$ cat src/rtl/evt_vec_pkg.sv
package evt_vec_pkg;

   // Offset of exception source idx: critical sources first, wide spacing,
   // ordinary sources after them at the narrow spacing.
   function automatic int unsigned src_offset(int unsigned idx,
                                              int unsigned crit_num,
                                              int unsigned crit_gap,
                                              int unsigned ord_gap);
      if (idx < crit_num)
         return idx * crit_gap;
      return crit_num * crit_gap + (idx - crit_num) * ord_gap;
   endfunction

   typedef enum logic [1:0] {
      STK_HOLD = 2'd0,
      STK_PUSH = 2'd1,
      STK_POP  = 2'd2
   } stk_op_e;

endpackage

$ cat src/rtl/evt_arbiter.sv
module evt_arbiter #(
   parameter int NUM_SRC    = 3,
   parameter int LEVELS     = 8,
   parameter int IRQ_LEVELS = 4,
   localparam int CLASS_W   = $clog2(LEVELS),
   localparam int LVL_W     = $clog2(IRQ_LEVELS),
   localparam int ID_W      = $clog2(NUM_SRC + 1)
) (
   input  logic [NUM_SRC-1:0] exc_req,
   input  logic               irq_req,
   input  logic [LVL_W-1:0]   irq_level,
   output logic               win_valid,
   output logic [CLASS_W-1:0] win_cls,
   output logic [ID_W-1:0]    win_id
);
   // Fixed class of each exception line, highest for line 0.
   logic [CLASS_W-1:0] src_cls [NUM_SRC];

   for (genvar g = 0; g < NUM_SRC; g++) begin : g_cls
      assign src_cls[g] = CLASS_W'(LEVELS - 1 - g);
   end

   always_comb begin
      win_valid = 1'b0;
      win_cls   = '0;
      win_id    = '0;
      if (irq_req) begin
         win_valid = 1'b1;
         win_cls   = CLASS_W'(irq_level) + CLASS_W'(1);
         win_id    = ID_W'(NUM_SRC);
      end
      // Walk from the lowest priority line upward so line 0 has the last word.
      for (int i = NUM_SRC - 1; i >= 0; i--) begin
         if (exc_req[i]) begin
            win_valid = 1'b1;
            win_cls   = src_cls[i];
            win_id    = ID_W'(i);
         end
      end
   end

endmodule

$ cat src/rtl/evt_addr_gen.sv
module evt_addr_gen
   import evt_vec_pkg::*;
#(
   parameter int NUM_SRC   = 3,
   parameter int ADDR_W    = 32,
   parameter int AV_W      = 14,
   parameter int CRIT_NUM  = 1,
   parameter int CRIT_GAP  = 256,
   parameter int ORD_GAP   = 4,
   localparam int ID_W     = $clog2(NUM_SRC + 1)
) (
   input  logic [ID_W-1:0]   sel_id,
   input  logic [AV_W-1:0]   irq_offset,
   input  logic [ADDR_W-1:0] evt_base,
   output logic [ADDR_W-1:0] target
);
   logic [ADDR_W-1:0] off_tab [NUM_SRC];
   logic [ADDR_W-1:0] offset;
   logic [ADDR_W-1:0] base_aligned;

   for (genvar g = 0; g < NUM_SRC; g++) begin : g_off
      assign off_tab[g] = ADDR_W'(src_offset(g, CRIT_NUM, CRIT_GAP, ORD_GAP));
   end

   // Variant choice: a base narrower than the autovector field is rejected
   // at elaboration in the top; here only the extension width differs.
   if (AV_W < ADDR_W) begin : g_av_ext
      always_comb begin
         offset = {{(ADDR_W-AV_W){1'b0}}, irq_offset};
         for (int i = 0; i < NUM_SRC; i++)
            if (sel_id == ID_W'(i)) offset = off_tab[i];
      end
   end else begin : g_av_full
      always_comb begin
         offset = ADDR_W'(irq_offset);
         for (int i = 0; i < NUM_SRC; i++)
            if (sel_id == ID_W'(i)) offset = off_tab[i];
      end
   end

   assign base_aligned = {evt_base[ADDR_W-1:2], 2'b00};
   assign target       = base_aligned | offset;

endmodule

$ cat src/rtl/evt_class_stack.sv
module evt_class_stack
   import evt_vec_pkg::*;
#(
   parameter int LEVELS   = 8,
   localparam int CLASS_W = $clog2(LEVELS),
   localparam int DEPTH   = LEVELS - 1,
   localparam int PTR_W   = $clog2(DEPTH + 1),
   localparam int IDX_W   = $clog2(DEPTH)
) (
   input  logic               clk,
   input  logic               rst_n,
   input  stk_op_e            op,
   input  logic [CLASS_W-1:0] new_cls,
   output logic [CLASS_W-1:0] cur_cls,
   output logic               empty
);
   logic [CLASS_W-1:0] mem [DEPTH];
   logic [PTR_W-1:0]   ptr;

   assign empty = (ptr == '0);

   always_ff @(posedge clk) begin
      if (!rst_n) begin
         ptr     <= '0;
         cur_cls <= '0;
         for (int i = 0; i < DEPTH; i++) mem[i] <= '0;
      end else begin
         unique case (op)
            STK_PUSH: begin
               mem[IDX_W'(ptr)] <= cur_cls;
               ptr              <= ptr + PTR_W'(1);
               cur_cls          <= new_cls;
            end
            STK_POP: begin
               cur_cls <= mem[IDX_W'(ptr - PTR_W'(1))];
               ptr     <= ptr - PTR_W'(1);
            end
            default: ;
         endcase
      end
   end

endmodule

$ cat src/rtl/evt_vector_unit.sv
module evt_vector_unit
   import evt_vec_pkg::*;
#(
   parameter int NUM_SRC    = 3,
   parameter int LEVELS     = 8,
   parameter int IRQ_LEVELS = 4,
   parameter int ADDR_W     = 32,
   parameter int AV_W       = 14,
   parameter int CRIT_NUM   = 1,
   parameter int CRIT_GAP   = 256,
   parameter int ORD_GAP    = 4,
   localparam int CLASS_W   = $clog2(LEVELS),
   localparam int LVL_W     = $clog2(IRQ_LEVELS),
   localparam int ID_W      = $clog2(NUM_SRC + 1)
) (
   input  logic               clk,
   input  logic               rst_n,
   input  logic [NUM_SRC-1:0] exc_req,
   input  logic               irq_req,
   input  logic [LVL_W-1:0]   irq_level,
   input  logic [AV_W-1:0]    irq_offset,
   input  logic [ADDR_W-1:0]  evt_base,
   input  logic               safe_point,
   input  logic               evt_return,
   output logic               take,
   output logic [ADDR_W-1:0]  take_addr,
   output logic [ID_W-1:0]    take_id,
   output logic [CLASS_W-1:0] active_class
);
   // Elaboration-time configuration checks
   if (NUM_SRC + IRQ_LEVELS + 1 > LEVELS) begin : g_bad_classes
      $error("exception and interrupt classes do not fit in LEVELS");
   end
   if (LEVELS < 4 || (1 << CLASS_W) != LEVELS) begin : g_bad_levels
      $error("LEVELS must be a power of two of at least 4");
   end
   if (AV_W > ADDR_W || ADDR_W < 3) begin : g_bad_width
      $error("autovector field wider than the address");
   end
   if (ORD_GAP < 4 || CRIT_GAP < ORD_GAP) begin : g_bad_gap
      $error("handler spacing must be word sized and critical >= ordinary");
   end

   logic               win_valid;
   logic [CLASS_W-1:0] win_cls;
   logic [ID_W-1:0]    win_id;
   logic [ADDR_W-1:0]  target;
   logic               stk_empty;
   logic               go_take;
   logic               go_ret;
   stk_op_e            stk_op;

   evt_arbiter #(
      .NUM_SRC(NUM_SRC), .LEVELS(LEVELS), .IRQ_LEVELS(IRQ_LEVELS)
   ) arb_i (
      .exc_req(exc_req), .irq_req(irq_req), .irq_level(irq_level),
      .win_valid(win_valid), .win_cls(win_cls), .win_id(win_id)
   );

   evt_addr_gen #(
      .NUM_SRC(NUM_SRC), .ADDR_W(ADDR_W), .AV_W(AV_W),
      .CRIT_NUM(CRIT_NUM), .CRIT_GAP(CRIT_GAP), .ORD_GAP(ORD_GAP)
   ) agen_i (
      .sel_id(win_id), .irq_offset(irq_offset), .evt_base(evt_base),
      .target(target)
   );

   // Return wins over a take in the same cycle; depth zero returns drop.
   assign go_ret  = evt_return && !stk_empty;
   assign go_take = win_valid && safe_point && !evt_return &&
                    (win_cls > active_class);

   always_comb begin
      stk_op = STK_HOLD;
      if (go_ret)       stk_op = STK_POP;
      else if (go_take) stk_op = STK_PUSH;
   end

   evt_class_stack #(
      .LEVELS(LEVELS)
   ) stk_i (
      .clk(clk), .rst_n(rst_n), .op(stk_op), .new_cls(win_cls),
      .cur_cls(active_class), .empty(stk_empty)
   );

   always_ff @(posedge clk) begin
      if (!rst_n) begin
         take      <= 1'b0;
         take_addr <= '0;
         take_id   <= '0;
      end else begin
         take <= go_take;
         if (go_take) begin
            take_addr <= target;
            take_id   <= win_id;
         end
      end
   end

endmodule

$ cat config.mk
export PLATFORM = sky130hd
export DESIGN_NAME = evt_vector_unit
export DESIGN_NICKNAME = d
export VERILOG_FILES = /design/src/rtl/evt_vec_pkg.sv /design/src/rtl/evt_arbiter.sv /design/src/rtl/evt_addr_gen.sv /design/src/rtl/evt_class_stack.sv /design/src/rtl/evt_vector_unit.sv
export SDC_FILE = /design/constraint.sdc
export NUM_CORES = 1
export LEC_CHECK = 0
export BUFFER_PORTS_ARGS = -buffer_cell sky130_fd_sc_hd__buf_2
export CAP_MARGIN = 25
export CORE_MARGIN = 4
export CORE_UTILIZATION = 50
export CTS_BUF_LIST = sky130_fd_sc_hd__clkbuf_4 sky130_fd_sc_hd__clkbuf_8
export CTS_CLUSTER_DIAMETER = 60
export CTS_CLUSTER_SIZE = 12
export DETAILED_ROUTE_END_ITERATION = 16
export PLACE_DENSITY = 0.87
export SLEW_MARGIN = 15
export SYNTH_ARGS = -nofsm -noshare
export SYNTH_HDL_FRONTEND = slang
export SYNTH_HIERARCHICAL = 1
export SYNTH_SLANG_ARGS = --single-unit
$ cat constraint.sdc
create_clock -name clk -period 7.9 [get_ports clk]
set_input_delay 1.185 -clock clk [delete_from_list [all_inputs] [get_ports clk]]
set_output_delay 1.185 -clock clk [all_outputs]
set_load 0.02 [all_outputs]
# After elaboration in Yosys (flattened, before gate mapping)
# Memory sizes are Yosys's and may differ from the RTL's.
# Index checks and enable logic that the tools add are counted.
# classes
n_addsub	3
n_bitwise	1
muxes	26
reduce_logical	10
n_lt_le_gt_ge	1
n_eq_ne	4
# ops
cell	n
$mux W14	3
$or A32 B14 Y32	1
$mux W3	6
$pmux W3 S2	2
$mux W1	10
$mux W2	5
$eq A2 B1 Y1 const B	2
$eq A2 B2 Y1 const B	2
$logic_and A1 B1 Y1	4
$add A2 B1 Y3 const B	1
$add A3 B1 Y3 const B	1
$gt A3 B3 Y1	1
$logic_not A3 Y1	1
$reduce_or A3 Y1	1
$sub A3 B1 Y3 const B	1
$logic_not A1 Y1	2
$logic_not A2 Y1	1
$reduce_bool A2 Y1	1
# word_totals
regBits	41
inputBits	56
mem_count	1
ramBits	21
output_inout_bits	38
# mem_list
name	depth	width	rd	rd_clocked_by_memory_dff	wr	line_no	rtl
stk_i.mem	7	3	1	0	7	evt_class_stack.sv:17	logic [CLASS_W-1:0] mem [DEPTH];

# Longest topological paths before layout
# depth
depth_word	15
depth_mapped	15

# Modules after synthesis
# The synthesis kept the hierarchy.
# modules_own_cells
module	seq_area_each_um2	n_inst	area_each_um2	cells_per_inst
evt_class_stack	810.8	1	1501.4	133
evt_vector_unit	700.7	1	1501.4	162
evt_addr_gen	0.0	1	270.3	37
evt_arbiter	0.0	1	80.1	13

# Least setup slack after synthesis
# No wires, ideal clock.
# synth_path
path_type	input -> register
from	in irq_level[0]
to	mem stk_i/mem[0][0] (netlist bit) (enable)
cell_stages	12
arrival_ns	3.544
slack_ns	4.000
cell_sequence	ha_1 a2111o_1 ha_1 nand3_1 nand4b_1 a21oi_2 buf_6 buf_12 ha_1 clkbuf_1 nand2b_1 o31ai_1
# synth_rtl
item	line_no	rtl
from (decl)	evt_vector_unit.sv:20	input logic [LVL_W-1:0] irq_level,
to (decl)	evt_class_stack.sv:17	

# Worst setup path after layout
# layout_path
from	in irq_level[0]
to	reg stk_i.cur_cls[2]
# layout_via
elab_chain_cells	11
# layout_rtl
item	line_no	rtl
$add A2 B1 Y3 *	evt_arbiter.sv:29	win_cls = CLASS_W'(irq_level) + CLASS_W'(1);
$mux W3 *	evt_arbiter.sv:27	if (irq_req) begin
$mux W3 * (3 in a row)	evt_arbiter.sv:34	if (exc_req[i]) begin
net win_cls[2]	evt_vector_unit.sv:45	logic [CLASS_W-1:0] win_cls;
$gt A3 B3 Y1	evt_vector_unit.sv:71	(win_cls > active_class);
$logic_and A1 B1 Y1	evt_vector_unit.sv:70	assign go_take = win_valid && safe_point && !evt_return &&
$mux W1	evt_vector_unit.sv:76	else if (go_take) stk_op = STK_PUSH;
$mux W2	evt_vector_unit.sv:75	if (go_ret) stk_op = STK_POP;
$eq A2 B2 Y1 / $eq A2 B1 Y1 (equally long branches)	evt_class_stack.sv:28	unique case (op)
$pmux W3 S2 / $reduce_bool A2 Y1 (equally long branches)	--	
to (signal assigned)	evt_class_stack.sv:32	cur_cls <= new_cls;
to (signal assigned)	evt_class_stack.sv:35	cur_cls <= mem[IDX_W'(ptr - PTR_W'(1))];
to (decl)	evt_class_stack.sv:14	output logic [CLASS_W-1:0] cur_cls,
# The timed path passes the listed nets; every way through them passes the cells marked *.
# A chain may end at the register's enable or synchronous reset.

==> run_results.csv <==
group,metric,value,unit
run_status,outcome,"complete, no violations",
yosys,synth_warnings,6,
hold_path,whs_path_depth,2,
yosys,syn-cell-area,3353,um2
clock_network,ctsResizeCount,0,
worst_setup_path,cp_slowest_stage_delay,500,ps
worst_setup_path,regToRegEndpoint,"stk_i/cur_cls[2]$_SDFFE_PN0P_",
floorplanning,std_cell_rows,29,
clock_network,post-cts-setup-buffers,0,
sta,slew_viol_final,0,
clock_network,clock_insertion_delay_worst_skew,350,ps
worst_setup_path,slowest_stage,"sky130_fd_sc_hd__buf_4",
clock_network,clock_sink_count,65,
hold_path,min_path_type,"reg2reg",
hold_path,timing.hold.worst.start,"take_addr[13]$_SDFFE_PN0P_",
yosys,ys_seq_elements,65,
sta,totalNegativeSetupSlack,0,ps
grt,grt_antenna_before_repair,0,
detailed_routing,wl_per_cell,15.12,um
clock_network,cts_buffers,9,
grt,grt_max_degree,87,
sta,relSlewSlack,47.31,%
worst_setup_path,critical_path.most_common_cell,"sky130_fd_sc_hd__ha_1",
placed_design,dp_worst_setup_slack,3447,ps
layout,post_layout_net_count,476,
yosys,muxShareOfSynthArea,14.59,%
worst_setup_path,timing.reg2reg.worst_path_depth,11,
worst_setup_path,critical_path_class,"in2reg",
floorplanning,die_area,8080,um2
worst_setup_path,arrival,4430,ps
placed_design,place.gp.congestion,0.8083,
grt,vias_in_the_first_global_route,2691,
grt,wire_length_of_the_first_global_routing_pass,12.09,mm
clock_network,post_cts_hold_buffer_count,0,
yosys,synth-adder-area-share,3.358,%
yosys,synth_ff_type,"sky130_fd_sc_hd__dfxtp_1",
power,leakage,1.730,nW
yosys,synth_xor_area_share,1.045,%
floorplanning,initial_utilization,52.21,%
worst_setup_path,timing.critical_path.fanout_max,36,
yosys,number_of_enable_flip_flop_cells_after_synthesis,21,
grt,grt-ovfl-total,0,
sta,layout_worst_path_cycle_share,52.64,%
grt,groute.usage.overall,18.58,%
worst_setup_path,internal_reg_to_reg_setup_slack,4740,ps
yosys,synth_area_leaders,"sky130_fd_sc_hd__dfxtp_1, sky130_fd_sc_hd__edfxtp_1, sky130_fd_sc_hd__mux2i_1, sky130_fd_sc_hd__nand2_1, sky130_fd_sc_hd__buf_4",
sta,timing.final.crit_period,4158,ps
sta,timing.fmax,0.2405,GHz
yosys,yosysTopAreaCell,"sky130_fd_sc_hd__dfxtp_1",
yosys,async_flop_share,0,%
floorplanning,io-pin-count,94,
sta,setup_viol_count_final,0,
clock_network,cts_root_cell,"sky130_fd_sc_hd__clkbuf_8",
placed_design,hpwl,5.410,mm
yosys,synth_top_family_by_area,"simple AND/OR/NAND/NOR gates",
worst_setup_path,worst_setup_path_start_kind,"input pin",
sta,hold_violations,0,
worst_setup_path,cp_data_required_time,8170,ps
worst_setup_path,endpoint_kind,"flip-flop",
hold_path,whs_endpoint,"take_addr[13]$_SDFFE_PN0P_",
yosys,synth_top_area_share,26.27,%
yosys,synth.lib_cells_used.distinct,39,
detailed_routing,drt-pass1-iter-count,4,
detailed_routing,initialDrtViolationCount,300,
yosys,syn_inst,345,
detailed_routing,route.detailed.vias_per_inst,5.361,
flow_run,cap_violations,0,
clock_network,cts_max_level,3,
clock_network,max_buffers_root_to_sink,2,
floorplanning,die_width,89.89,um
detailed_routing,remaining_number_of_nets_flagged_by_the_antenna_check_after_routing,0,
worst_setup_path,r2r_start,"stk_i/cur_cls[1]$_SDFFE_PN0P_",
detailed_routing,drt_wl_total,7.452,mm
floorplanning,floorplan.core_area,6422,um2
worst_setup_path,crit_path_cell_trace,"buf_2 > ha_1 > a2111o_1 > ha_1 > nand3_1 > nand4b_1 > a21oi_4 > buf_4 > inv_1 > ha_1 > nor2b_1 > o21ai_0 > o31ai_1",
placed_design,buffer_ports.inserted,91,
layout,syn_to_final_growth,15.34,%
clock_network,clk_transition_reported_paths,80,ps
detailed_routing,routed-via-count,2643,
yosys,synth_fp_nets,410,
power,power_density,268.7,nW/um2
layout,insertedDiodeCount,0,
sta,setup_ws,3742,ps
yosys,synthSimpleGateAreaFrac,18.51,%
sta,setup_repair_after_global_routing_missed_its_margin,"false",
sta,tightestPinTransition,789.2,ps
clock_network,tritoncts_clock_tree,"built",
yosys,syn_avg_cell_area,9.719,um2
sta,fin_worst_skew,12.08,ps
yosys,synth-compound-area-share,7.276,%
power,power.total,1.039,mW
power,power.ir.vdd_worst,150.1,uV
layout,drive_gt1_share,28.13,%
detailed_routing,drc_errors,0,
floorplanning,dieHeight,89.89,um
yosys,ys_seq_area_share,45.07,%
## kinds of logic after synthesis
| group | count (synthesis) |
|---|---|
| AO/OA/AOI/OAI | 38 |
| XOR/XNOR | 4 |
| adder cells (fa/ha/maj) | 9 |
| buffers and inverters | 49 |
| flip-flops | 65 |
| multiplexers | 41 |
| AND/OR/NAND/NOR | 139 |
## cell usage after synthesis, types with 2 or more instances
cell,count
sky130_fd_sc_hd__edfxtp_1,21
sky130_fd_sc_hd__nand4_1,3
sky130_fd_sc_hd__dfxtp_1,44
sky130_fd_sc_hd__clkbuf_1,8
sky130_fd_sc_hd__nand2b_1,5
sky130_fd_sc_hd__nand3_1,5
sky130_fd_sc_hd__o21ai_0,12
sky130_fd_sc_hd__mux4_2,5
sky130_fd_sc_hd__a21oi_1,7
sky130_fd_sc_hd__buf_6,4
sky130_fd_sc_hd__xor2_1,3
sky130_fd_sc_hd__mux2i_1,35
sky130_fd_sc_hd__nor3_1,10
sky130_fd_sc_hd__and3_1,6
sky130_fd_sc_hd__nor2b_1,4
sky130_fd_sc_hd__o31ai_1,4
sky130_fd_sc_hd__buf_12,3
sky130_fd_sc_hd__inv_1,10
sky130_fd_sc_hd__a21o_1,11
sky130_fd_sc_hd__nand2_1,79
sky130_fd_sc_hd__nor2_1,17
sky130_fd_sc_hd__and2_1,4
sky130_fd_sc_hd__buf_2,2
sky130_fd_sc_hd__buf_4,20
sky130_fd_sc_hd__ha_1,9
## cell usage in the layout (no fill, tap or decap), types with 2 or more instances in the layout
cell,count
sky130_fd_sc_hd__bufinv_16,3
sky130_fd_sc_hd__buf_2,91
sky130_fd_sc_hd__nand3_1,5
sky130_fd_sc_hd__nor2_1,17
sky130_fd_sc_hd__ha_1,9
sky130_fd_sc_hd__dfxtp_1,44
sky130_fd_sc_hd__xor2_1,3
sky130_fd_sc_hd__a21oi_1,7
sky130_fd_sc_hd__mux4_2,5
sky130_fd_sc_hd__nor2b_1,4
sky130_fd_sc_hd__nand4_1,3
sky130_fd_sc_hd__clkbuf_8,9
sky130_fd_sc_hd__and2_1,4
sky130_fd_sc_hd__nand2_1,79
sky130_fd_sc_hd__mux2i_1,35
sky130_fd_sc_hd__clkinv_2,2
sky130_fd_sc_hd__inv_1,10
sky130_fd_sc_hd__and3_1,6
sky130_fd_sc_hd__edfxtp_1,21
sky130_fd_sc_hd__o21ai_0,12
sky130_fd_sc_hd__nor3_1,10
sky130_fd_sc_hd__o31ai_1,4
sky130_fd_sc_hd__a21o_1,11
sky130_fd_sc_hd__nand2b_1,5
sky130_fd_sc_hd__buf_4,2
## worst max-delay path: cells and delay by family
kind	cells	cell delay (ps)
buffers and inverters	3	730
AOI/OAI and AO/OA	4	1060
and+or+nand+nor	3	460
adders and majority gates	3	970
## registers in the layout (all words and copies together) (netlist names)
register / count
take_addr: 32
stk_i/cur_cls: 3
stk_i/ptr: 3
take_id: 2
take: 1
stk_i/mem: 24
## power breakdown
group / internal, mW / switching [mW] / leakage, nW
Combinational: 0.112 / 0.157 / 1.04
Sequential: 0.381 / 0.0468 / 0.575
Clock: 0.212 / 0.130 / 0.120
## final cells by class
class,count,area [um2]
multi-input combinational,231,1509
timing repair buffer,93,470.5
clock inverter,6,107.6
sequential,65,1511
tap,77,96.34
fill,505,2555
inverter,11,41.29
clock buffer,10,131.4
## stage by stage
| stage | instances | hold WS [ps] | utilization [%] | area [um2] |
|---|---|---|---|---|
| final | 493 | 456.6 | 60.22 | 3867 |
| after global routing | 493 | 482.2 | 60.22 | 3867 |
| after CTS | 493 | 456.1 | 60.22 | 3867 |
| after detailed placement | 477 | 446.8 | 56.50 | 3628 |
| after global placement | 477 | 439.0 | 56.50 | 3628 |
| after floorplan | 345 | 445.0 | - | 3353 |
## layer usage
layer	vias to the layer above	GRT usage (%)	share of wire [%]
met1	1209	20.92	39
met2	123	32.21	49
met4	0	8.546	2.1
met5	-	0	0
li1	1292	-	-
met3	19	5.760	9.7
## worst max path at each step
stage               depth (start not counted)          from                             to  slack (ps)
floorplan                                  12  irq_level[0]  stk_i/mem[0][0]$_SDFFCE_PN0P_        4000
global placement                           13  irq_level[0]  stk_i/cur_cls[0]$_SDFFE_PN0P_        3590
detailed placement                         13  irq_level[0]  stk_i/cur_cls[2]$_SDFFE_PN0P_        3450
CTS                                        13  irq_level[0]  stk_i/cur_cls[2]$_SDFFE_PN0P_        3770
global route                               13  irq_level[0]  stk_i/cur_cls[2]$_SDFFE_PN0P_        3520
finish                                     13  irq_level[0]  stk_i/cur_cls[2]$_SDFFE_PN0P_        3740
(Power assumes the default switching activity.)
